File: src/rtl/eis_pkg.sv
package eis_pkg;
  localparam int CTRL_W = 16;
  localparam logic [CTRL_W-1:0] CTRL_RESET = 16'h4000;
  localparam int BIT_MASK_ALL = 15;
  localparam int BIT_ENC_MODE = 14;
  localparam int BIT_NMI_ANY  = 13;

  typedef enum logic [1:0] {
    TRIG_FALL    = 2'b00,
    TRIG_RISE    = 2'b01,
    TRIG_LOW     = 2'b10,
    TRIG_LOW_ALT = 2'b11
  } trig_e;

  function automatic logic trig_is_level(input logic [1:0] f);
    return (f == TRIG_LOW) || (f == TRIG_LOW_ALT);
  endfunction
endpackage

File: src/rtl/eis_sync.sv
module eis_sync #(
  parameter int W      = 7,
  parameter int STAGES = 2
) (
  input  logic         clk,
  input  logic         rst,
  input  logic [W-1:0] d,
  output logic [W-1:0] q
);
  logic [W-1:0] stage_q [STAGES];

  always_ff @(posedge clk) begin
    if (rst) begin
      for (int k = 0; k < STAGES; k++) stage_q[k] <= '1;
    end else begin
      stage_q[0] <= d;
      for (int k = 1; k < STAGES; k++) stage_q[k] <= stage_q[k-1];
    end
  end

  assign q = stage_q[STAGES-1];
endmodule

File: src/rtl/eis_pin.sv
module eis_pin
  import eis_pkg::*;
(
  input  logic       clk,
  input  logic       rst,
  input  logic       pin_s,
  input  logic [1:0] trig,
  input  logic       hold_off,
  input  logic       clr,
  input  logic       retrig,
  output logic       req_next
);
  logic prev_q, pend_q, pend_next;
  logic fall, rise, hit, level;

  assign level = trig_is_level(trig);
  assign fall  = prev_q & ~pin_s;
  assign rise  = ~prev_q & pin_s;

  always_comb begin
    case (trig)
      TRIG_FALL: hit = fall;
      TRIG_RISE: hit = rise;
      default:   hit = 1'b0;
    endcase
  end

  always_comb begin
    if (hold_off || clr || retrig || level) pend_next = 1'b0;
    else                                    pend_next = pend_q | hit;
  end

  assign req_next = level ? ~pin_s : pend_next;

  always_ff @(posedge clk) begin
    if (rst) begin
      prev_q <= 1'b1;
      pend_q <= 1'b0;
    end else begin
      prev_q <= pin_s;
      pend_q <= pend_next;
    end
  end

  AST_CLEAR_WINS: assert property (@(posedge clk) disable iff (rst)
    clr |=> !pend_q);
  AST_RETRIG_DROPS: assert property (@(posedge clk) disable iff (rst)
    retrig |=> !pend_q);
  AST_PEND_STICKY: assert property (@(posedge clk) disable iff (rst)
    (pend_q && !clr && !retrig && !hold_off && !level) |=> pend_q);
endmodule

File: src/rtl/eis_nmi.sv
module eis_nmi (
  input  logic clk,
  input  logic rst,
  input  logic nmi_s,
  input  logic ack,
  input  logic accept_any,
  input  logic cpu_block,
  output logic req_next
);
  logic prev_q, pend_q, pend_next, fall;

  assign fall      = prev_q & ~nmi_s;
  assign pend_next = fall ? 1'b1 : (ack ? 1'b0 : pend_q);
  assign req_next  = pend_next & (accept_any | ~cpu_block);

  always_ff @(posedge clk) begin
    if (rst) begin
      prev_q <= 1'b1;
      pend_q <= 1'b0;
    end else begin
      prev_q <= nmi_s;
      pend_q <= pend_next;
    end
  end

  AST_NMI_HELD: assert property (@(posedge clk) disable iff (rst)
    (pend_q && !ack) |=> pend_q);
  AST_NMI_ACK: assert property (@(posedge clk) disable iff (rst)
    (ack && !fall) |=> !pend_q);
endmodule

File: src/rtl/eis_level_enc.sv
module eis_level_enc #(
  parameter int N_ENC = 4
) (
  input  logic [N_ENC-1:0] pins_s,
  output logic [N_ENC-1:0] level
);
  localparam logic [N_ENC-1:0] LVL_MAX = '1;
  assign level = LVL_MAX - pins_s;
endmodule

File: src/rtl/ext_irq_sense.sv
module ext_irq_sense
  import eis_pkg::*;
#(
  parameter int N_IRQ       = 6,
  parameter int N_ENC       = 4,
  parameter int SYNC_STAGES = 2
) (
  input  logic              clk,
  input  logic              rst,
  input  logic              reg_wr,
  input  logic              reg_sel,
  input  logic [CTRL_W-1:0] reg_wdata,
  output logic [CTRL_W-1:0] reg_rdata,
  input  logic [N_IRQ-1:0]  irq_pin,
  input  logic              nmi_pin,
  input  logic              cpu_block,
  input  logic              nmi_ack,
  output logic [N_IRQ-1:0]  irq_req,
  output logic [N_ENC-1:0]  irl_level,
  output logic              nmi_req
);
  localparam int SYNC_W = N_IRQ + 1;

  logic [CTRL_W-1:0] ctrl_q;
  logic              wr_ctrl, wr_clr;
  logic [SYNC_W-1:0] pins_s;
  logic [N_IRQ-1:0]  irq_s, req_vec, hold_vec;
  logic              nmi_s, enc_mode, mask_all, nmi_next;
  logic [N_ENC-1:0]  enc_level;

  assign wr_ctrl = reg_wr & ~reg_sel;
  assign wr_clr  = reg_wr & reg_sel;

  always_ff @(posedge clk) begin
    if (rst)          ctrl_q <= CTRL_RESET;
    else if (wr_ctrl) ctrl_q <= reg_wdata;
  end
  assign reg_rdata = ctrl_q;

  eis_sync #(.W(SYNC_W), .STAGES(SYNC_STAGES)) u_sync (
    .clk(clk), .rst(rst), .d({nmi_pin, irq_pin}), .q(pins_s)
  );
  assign irq_s = pins_s[N_IRQ-1:0];
  assign nmi_s = pins_s[N_IRQ];

  assign enc_mode = ctrl_q[BIT_ENC_MODE];
  assign mask_all = ctrl_q[BIT_MASK_ALL] & ~nmi_s;

  for (genvar i = 0; i < N_IRQ; i++) begin : g_pin
    localparam bit IN_GROUP = (i < N_ENC);
    assign hold_vec[i] = enc_mode & IN_GROUP;
    eis_pin u_pin (
      .clk(clk), .rst(rst), .pin_s(irq_s[i]),
      .trig(ctrl_q[2*i +: 2]),
      .hold_off(hold_vec[i]),
      .clr(wr_clr & reg_wdata[i]),
      .retrig(wr_ctrl & (reg_wdata[2*i +: 2] != ctrl_q[2*i +: 2])),
      .req_next(req_vec[i])
    );
  end

  eis_level_enc #(.N_ENC(N_ENC)) u_enc (
    .pins_s(irq_s[N_ENC-1:0]), .level(enc_level)
  );

  eis_nmi u_nmi (
    .clk(clk), .rst(rst), .nmi_s(nmi_s), .ack(nmi_ack),
    .accept_any(ctrl_q[BIT_NMI_ANY]), .cpu_block(cpu_block),
    .req_next(nmi_next)
  );

  always_ff @(posedge clk) begin
    if (rst) begin
      irq_req   <= '0;
      irl_level <= '0;
      nmi_req   <= 1'b0;
    end else begin
      irq_req   <= mask_all ? '0 : (req_vec & ~hold_vec);
      irl_level <= (mask_all || !enc_mode) ? '0 : enc_level;
      nmi_req   <= nmi_next;
    end
  end

  AST_RESET_STATE: assert property (@(posedge clk)
    rst |=> (reg_rdata == CTRL_RESET && irq_req == '0 && irl_level == '0 && !nmi_req));
  AST_CTRL_WRITE: assert property (@(posedge clk) disable iff (rst)
    wr_ctrl |=> reg_rdata == $past(reg_wdata));
  AST_MASK_ALL: assert property (@(posedge clk) disable iff (rst)
    mask_all |=> (irq_req == '0 && irl_level == '0));
  AST_ENC_QUIET: assert property (@(posedge clk) disable iff (rst)
    enc_mode |=> irq_req[N_ENC-1:0] == '0);
  AST_IRL_IDLE: assert property (@(posedge clk) disable iff (rst)
    !enc_mode |=> irl_level == '0);
  AST_NMI_BLOCKED: assert property (@(posedge clk) disable iff (rst)
    (!ctrl_q[BIT_NMI_ANY] && cpu_block) |=> !nmi_req);
endmodule

File: config.mk
export PLATFORM = sky130hd
export DESIGN_NAME = ext_irq_sense
export DESIGN_NICKNAME = d
export VERILOG_FILES = /design/src/rtl/eis_pkg.sv /design/src/rtl/eis_sync.sv /design/src/rtl/eis_pin.sv /design/src/rtl/eis_nmi.sv /design/src/rtl/eis_level_enc.sv /design/src/rtl/ext_irq_sense.sv
export SDC_FILE = /design/constraint.sdc
export NUM_CORES = 1
export LEC_CHECK = 0
export CAP_MARGIN = 0
export CORE_UTILIZATION = 43
export CTS_CLUSTER_DIAMETER = 80
export DETAILED_ROUTE_END_ITERATION = 8
export PLACE_DENSITY = 0.74
export SLEW_MARGIN = 30
export SYNTH_ARGS = -nofsm -noshare
export SYNTH_HDL_FRONTEND = slang
export SYNTH_HIERARCHICAL = 1
export SYNTH_SLANG_ARGS = --single-unit
File: constraint.sdc
create_clock -name clk -period 1.73 [get_ports clk]
set_clock_uncertainty 0.1 [all_clocks]
set_input_delay 0.346 -clock clk [delete_from_list [all_inputs] [get_ports clk]]
set_output_delay 0.346 -clock clk [all_outputs]
set_load 0.005 [all_outputs]
# --- Word level (Yosys, flattened, before mapping) ---
# Memory sizes are Yosys's and may differ from the RTL's.
# Cells that the tools add are included.
op_classes:
  addsub: 1
  n_mul: 0
  div: 0
  order_cmp: 0
  n_eq_ne: 24
  shifts: 0
  mux: 25
  bitwise: 55
  reduce_logical: 32
ops:
  columns: ["operator", "count"]
  rows:
  - ["bitwise AND 1 bit", 29]
  - ["== test 2 bit (second input constant)", 12]
  - ["logical OR 1 bit", 23]
  - ["two-way mux 1 bit", 17]
  - ["NOT 1 bit", 15]
  - ["two-way mux 7 bit", 2]
  - ["== test 2 x 1 -> 1 bit (second input constant)", 6]
  - ["logical NOT 2 bit", 6]
  - ["inequality test 2 bit", 6]
  - ["case mux 1 bit (2 select lines)", 6]
  - ["bitwise OR 1 bit", 9]
  - ["bitwise AND 6 bit", 1]
  - ["NOT 4 -> 6 bit", 1]
  - ["OR reduction 2 bit", 2]
  - ["subtractor 4 bit (first input constant)", 1]
  - ["logical NOT 1 bit", 1]
word_totals:
  reg_bits: 41
  latchBits: 0
  ram_bits: 14
  mem_bits_ro: 0
  input_bits: 29
  word_cells: 156
  n_memories: 1
memory_table:
  columns: ["name", "depth", "word_bits", "rd", "rd_clocked_by_memory_dff", "write_ports", "line", "source"]
  rows:
  - ["u_sync.stage_q", 2, 7, 2, 0, 2, "eis_sync.sv:10", "logic [W-1:0] stage_q [STAGES];"]

# --- Logic depth before layout (Yosys ltp) ---
logic_depth:
  ltp_word: 8
  ltp_mapped: 7
  mapped_depth_nobuf: 6

# --- Cells and area by module ---
# The synthesis kept the hierarchy.
by_module_without_submodules:
  columns: ["module", "n_inst", "cells_each", "area_per_inst_um2", "seq_area_each_um2"]
  rows:
  - ["ext_irq_sense", 1, 123, 1064.8, 540.5]
  - ["eis_pin", 6, 11, 101.3, 40.0]
  - ["eis_sync", 1, 36, 431.7, 280.3]
  - ["eis_nmi", 1, 8, 75.1, 40.0]
  - ["eis_level_enc", 1, 4, 15.0, 0.0]

# --- Least setup slack after synthesis ---
# Ideal clock, no wire load.
synth_path:
  path_type: "input -> register"
  from: "in reg_wr"
  to: "reg irq_req[0]"
  arrival_ns: 1.500
  required_time_ns: 1.571
  slack_ns: 0.071
  cell_stages: 7
  path_cell_list: "or2b_1 buf_2 a21oi_1 or4_4 o22ai_1 o21bai_1 and2_1"
synth_via:
  elab_chain_len: 8
  word_cells_on_any_way: 10
  cone_classes: "2 x mux; 5 x bitwise; 3 x reduce/logical"
synth_lines:
  columns: ["item", "line", "source"]
  rows:
  - ["from (decl)", "ext_irq_sense.sv:10", "input logic reg_wr,"]
  - ["bitwise AND 1 bit", "ext_irq_sense.sv:32", "assign wr_clr = reg_wr & reg_sel;"]
  - ["bitwise AND 1 bit", "ext_irq_sense.sv:56", ".clr(wr_clr & reg_wdata[i]),"]
  - ["logical OR 1 bit", "eis_pin.sv:29", "if (hold_off || clr || retrig || level) pend_next = 1'b0;"]
  - ["logical OR 1 bit (*) (2 in a row)", "eis_pin.sv:29", null]
  - ["two-way mux 1 bit (*)", "eis_pin.sv:29", null]
  - ["two-way mux 1 bit (*)", "eis_pin.sv:33", "assign req_next = level ? ~pin_s : pend_next;"]
  - ["via req_vec[0]", "ext_irq_sense.sv:27", "logic [N_IRQ-1:0] irq_s, req_vec, hold_vec;"]
  - ["bitwise AND 6 bit (*)", "ext_irq_sense.sv:78", "irq_req <= mask_all ? '0 : (req_vec & ~hold_vec);"]
  - ["to (signal assigned)", "ext_irq_sense.sv:78", null]
  - ["to (decl)", "ext_irq_sense.sv:18", "output logic [N_IRQ-1:0] irq_req,"]
# Mark *: on every way through the listed nets, which the timed path passes. The rest lies on a longest branch.
# A chain may end at the register's enable or synchronous reset.

# --- Worst setup path after layout ---
layout_path:
  from: "reg ctrl_q[14], in the netlist reg_rdata[14]"
  to: "out reg_rdata[14]"
layout_lines:
  columns: ["item", "line", "source"]
  rows:
  - ["from (decl)", "ext_irq_sense.sv:24", "logic [CTRL_W-1:0] ctrl_q;"]
  - ["from (signal assigned)", "ext_irq_sense.sv:36", "else if (wr_ctrl) ctrl_q <= reg_wdata;"]
  - ["to (decl)", "ext_irq_sense.sv:13", "output logic [CTRL_W-1:0] reg_rdata,"]
# No word-level cell between the ends.

==> results.md <==
* Status: completed
* Fmax at 601 MHz
* Synth Flop Type: dfxtp_1
* Slew Viols, Final at 0
* First-pass GRT wire length at 6960 µm
* Clk sink count at 55
* Die Footprint at 5390 µm²
* Critical Path End: reg_rdata[14]
* Worst EP required at 1.28 ns
* Clock root cell: clkbuf_8
* Top-Level Pins at 56
* WHS at 0.221 ns
* Top cell type by total area after synthesis: dfxtp_1
* P_leak at 1.28 nW
* Mapped Cells at 237
* Reg clk slew, reported paths at 0.09 ns
* CP max stage cell: clkdlybuf4s50_1
* Hold-fix buffers at CTS at 0
* Worst path depth at 1
* Initial core utilization at 45.6%
* Inst Count DP at 361
* Vias in the first global route at 1,557
* Iter 0 DRT Violations at 38
* Clock buffer depth at 2
* RSZ-0062 raised after global routing: no
* Peak VDD IR at 653 µV
* Worst setup startpoint: reg_rdata[14]
* Drt drc at 0
* Vias at 1,729
* Max-capacitance violation count at 0
* Overall power at 2.35 mW
* Worst slew pin tran at 0.560 ns
* Distinct cell type count after synthesis at 30
* Seq cells post-synth at 55
* Final wirelength at 4380 µm
* Share of cells above drive strength 1 at 19.9%
* Die Wd at 73.4 µm
* CP Cell Sequence: clkdlybuf4s50_1
* Hold Path Class: in -> reg
* Worst Path Max Fanout at 8
* Sequential area share after synthesis at 50.2%
* Post-Syn Area at 2190 µm²
* Asr flop ratio synth at 0%
* FP Rows at 25
* Crit start category: register
* Post-CTS Setup Repair Bufs at 0
* Reg2Reg Depth at 6
* CP Capture Type: output port
* R2R Setup Slk at 0.16 ns
* EDFF count, synth at 0
* Post-Syn Area per Cell at 9.26 µm²
* Post-route ant nets at 0
* Net count, final at 330
* Ant. Diodes at 0
* R2R Path End: irq_req[3]
* Top cell type's share of synthesized area at 50.2%
* Setup WS post-layout at 0.0667 ns
* Die H at 73.4 µm
* Largest net degree at the start of global routing at 28
* Top post-synthesis cells by area: dfxtp_1 50%, nand2_1 5.5%, a21oi_1 5.0%
* Headroom to the max-slew limit at 62.4%
* Final hold violations at 0
* Largest stage delay, worst path at 0.51 ns
* R2R Path Start: reg_rdata[7]
* Clk_lat worst skew at 0.30 ns
* Min Tclk post-route at 1.66 ns
* Grt ovf at 0
* Synth-to-layout area growth at 36.5%
* Vias per std cell at 4.70
* Final period util at 96.1%
* CTS tree: built
* Post-route insts no fill at 368
* Drt first pass iters at 4
* CTS buffer count at 5
* CP bufs+invs at 1
* GR Util All Layers at 17.1%
* Setup CP Type: reg -> out
* PD cells at 783 nW/µm²
* Routed len/inst at 11.9 µm
* # port buffers at 55
* Initial antenna violation count at 0
* Sum Neg Setup Slack at 0 ns
* Cell family with most CP delay: buffers and inverters
* H-Tree Depth at 2
* GP Congestion at 0.771
* # setup viols final at 0
* WP data arrival at 1.22 ns
* Synth warn at 6
* Core area at 4820 µm²
* Pre-CTS setup slack at -0.537 ns
* DPL Wire Length at 3230 µm
==> metal layers <==
layer  track usage (%)  up-vias  wire length, µm
met5                 0        -                0
met2              27.5       50             1990
met3              4.12        8              223
met1              21.4      767             2090
li1                  -      904                -
met4              8.12        0               78
==> layout make-up <==
cell class	instances	area [µm²]
clock inverter	1	5.00
multi-input combinational	153	952
inverter	16	60.1
fill	454	1820
tap	67	83.8
clock buffer	6	82.6
sequential	55	1120
timing repair buffer	70	693
==> kinds of logic (layout without fill, tap and decap cells) <==
family	Yosys count	in the layout	synth area share [%]
compound gates	47	47	12.9
xor+xnor	12	12	4.79
buf+inv	30	93	7.18
flops	55	55	50.2
other cells	1	2	0.171
simple gates	92	92	24.7
==> worst min path at each step <==
stage	start	end	slack, ns	cells past startpoint
after global routing	reg_wdata[6]	reg_rdata[6]	0.23	3
after floorplan	u_sync/stage_q[0][3]	u_sync/stage_q[0][10]	0.28	1
after detailed placement	u_sync/stage_q[0][0]	u_sync/stage_q[0][7]	0.29	1
after CTS	u_sync/stage_q[0][0]	u_sync/stage_q[0][7]	0.32	1
after global placement	u_sync/stage_q[0][3]	u_sync/stage_q[0][10]	0.29	1
final	reg_wdata[6]	reg_rdata[6]	0.22	3
==> worst min-delay path: cells and delay by family <==
family | cells | cell delay, ns
buffers and inverters | 1 | 0.14
and+or+nand+nor | 1 | 0.06
AOI/OAI and AO/OA | 1 | 0.05
==> power breakdown <==
group          switching, mW  internal [mW]  leakage (nW)
combinational          0.116          0.182         0.773
sequential            0.0349           1.31         0.455
clock                  0.388          0.315        0.0470
==> registers in the layout, summed over array words and instances (netlist names) <==
register            cells
u_sync/stage_q         14
g_pin.u_pin/prev_q      6
g_pin.u_pin/pend_q      6
reg_rdata              16
irq_req                 6
nmi_req                 1
irl_level               4
u_nmi/prev_q            1
u_nmi/pend_q            1
==> placed cells by master, fill, tap and decap left out, types with 4 or more instances in the layout <==
cell type	instances
nor2b_1	4
or4_4	6
a31oi_1	6
and3_1	4
buf_4	14
a21oi_1	22
dlymetal6s2s_1	11
inv_1	16
dlygate4sd2_1	4
dfxtp_2	12
o21bai_1	6
or2_1	14
xnor2_1	12
clkdlybuf4s50_1	39
dfxtp_1	42
or3b_2	6
a211oi_1	6
or2_2	7
o22ai_1	4
and2_1	10
nand2_1	32
clkbuf_8	6
==> metrics by stage <==
stage | instance area [µm²] | utilization (%)
2_1_floorplan | 2200 | -
3_3_place_gp | 2860 | 59.4
3_5_place_dp | 2860 | 59.4
4_1_cts | 2950 | 61.2
5_1_grt | 3000 | 62.2
6_report | 3000 | 62.2
==> Yosys cell counts, types with 2 or more instances <==
library cell  number
nor2b_1            4
or2_1             14
buf_6              2
and3_1             4
inv_1             16
o21bai_1           6
and2_1            10
a31oi_1            6
o22ai_1            6
or3b_2             6
or4_4              6
buf_4              7
nand2_1           32
and3_2             2
dfxtp_1           55
clkbuf_1           2
a211oi_1           6
xnor2_1           12
buf_2              2
or2_2              7
nand2b_1           2
a21oi_1           22
==> repair_timing <==
item                       in CTS  in global routing
pin swaps                       0                  7
gates cloned                    0                  0
resized for setup              12                 22
setup endpoints to repair      19                 15
No activity file was read; power rests on OpenSTA's default activity.
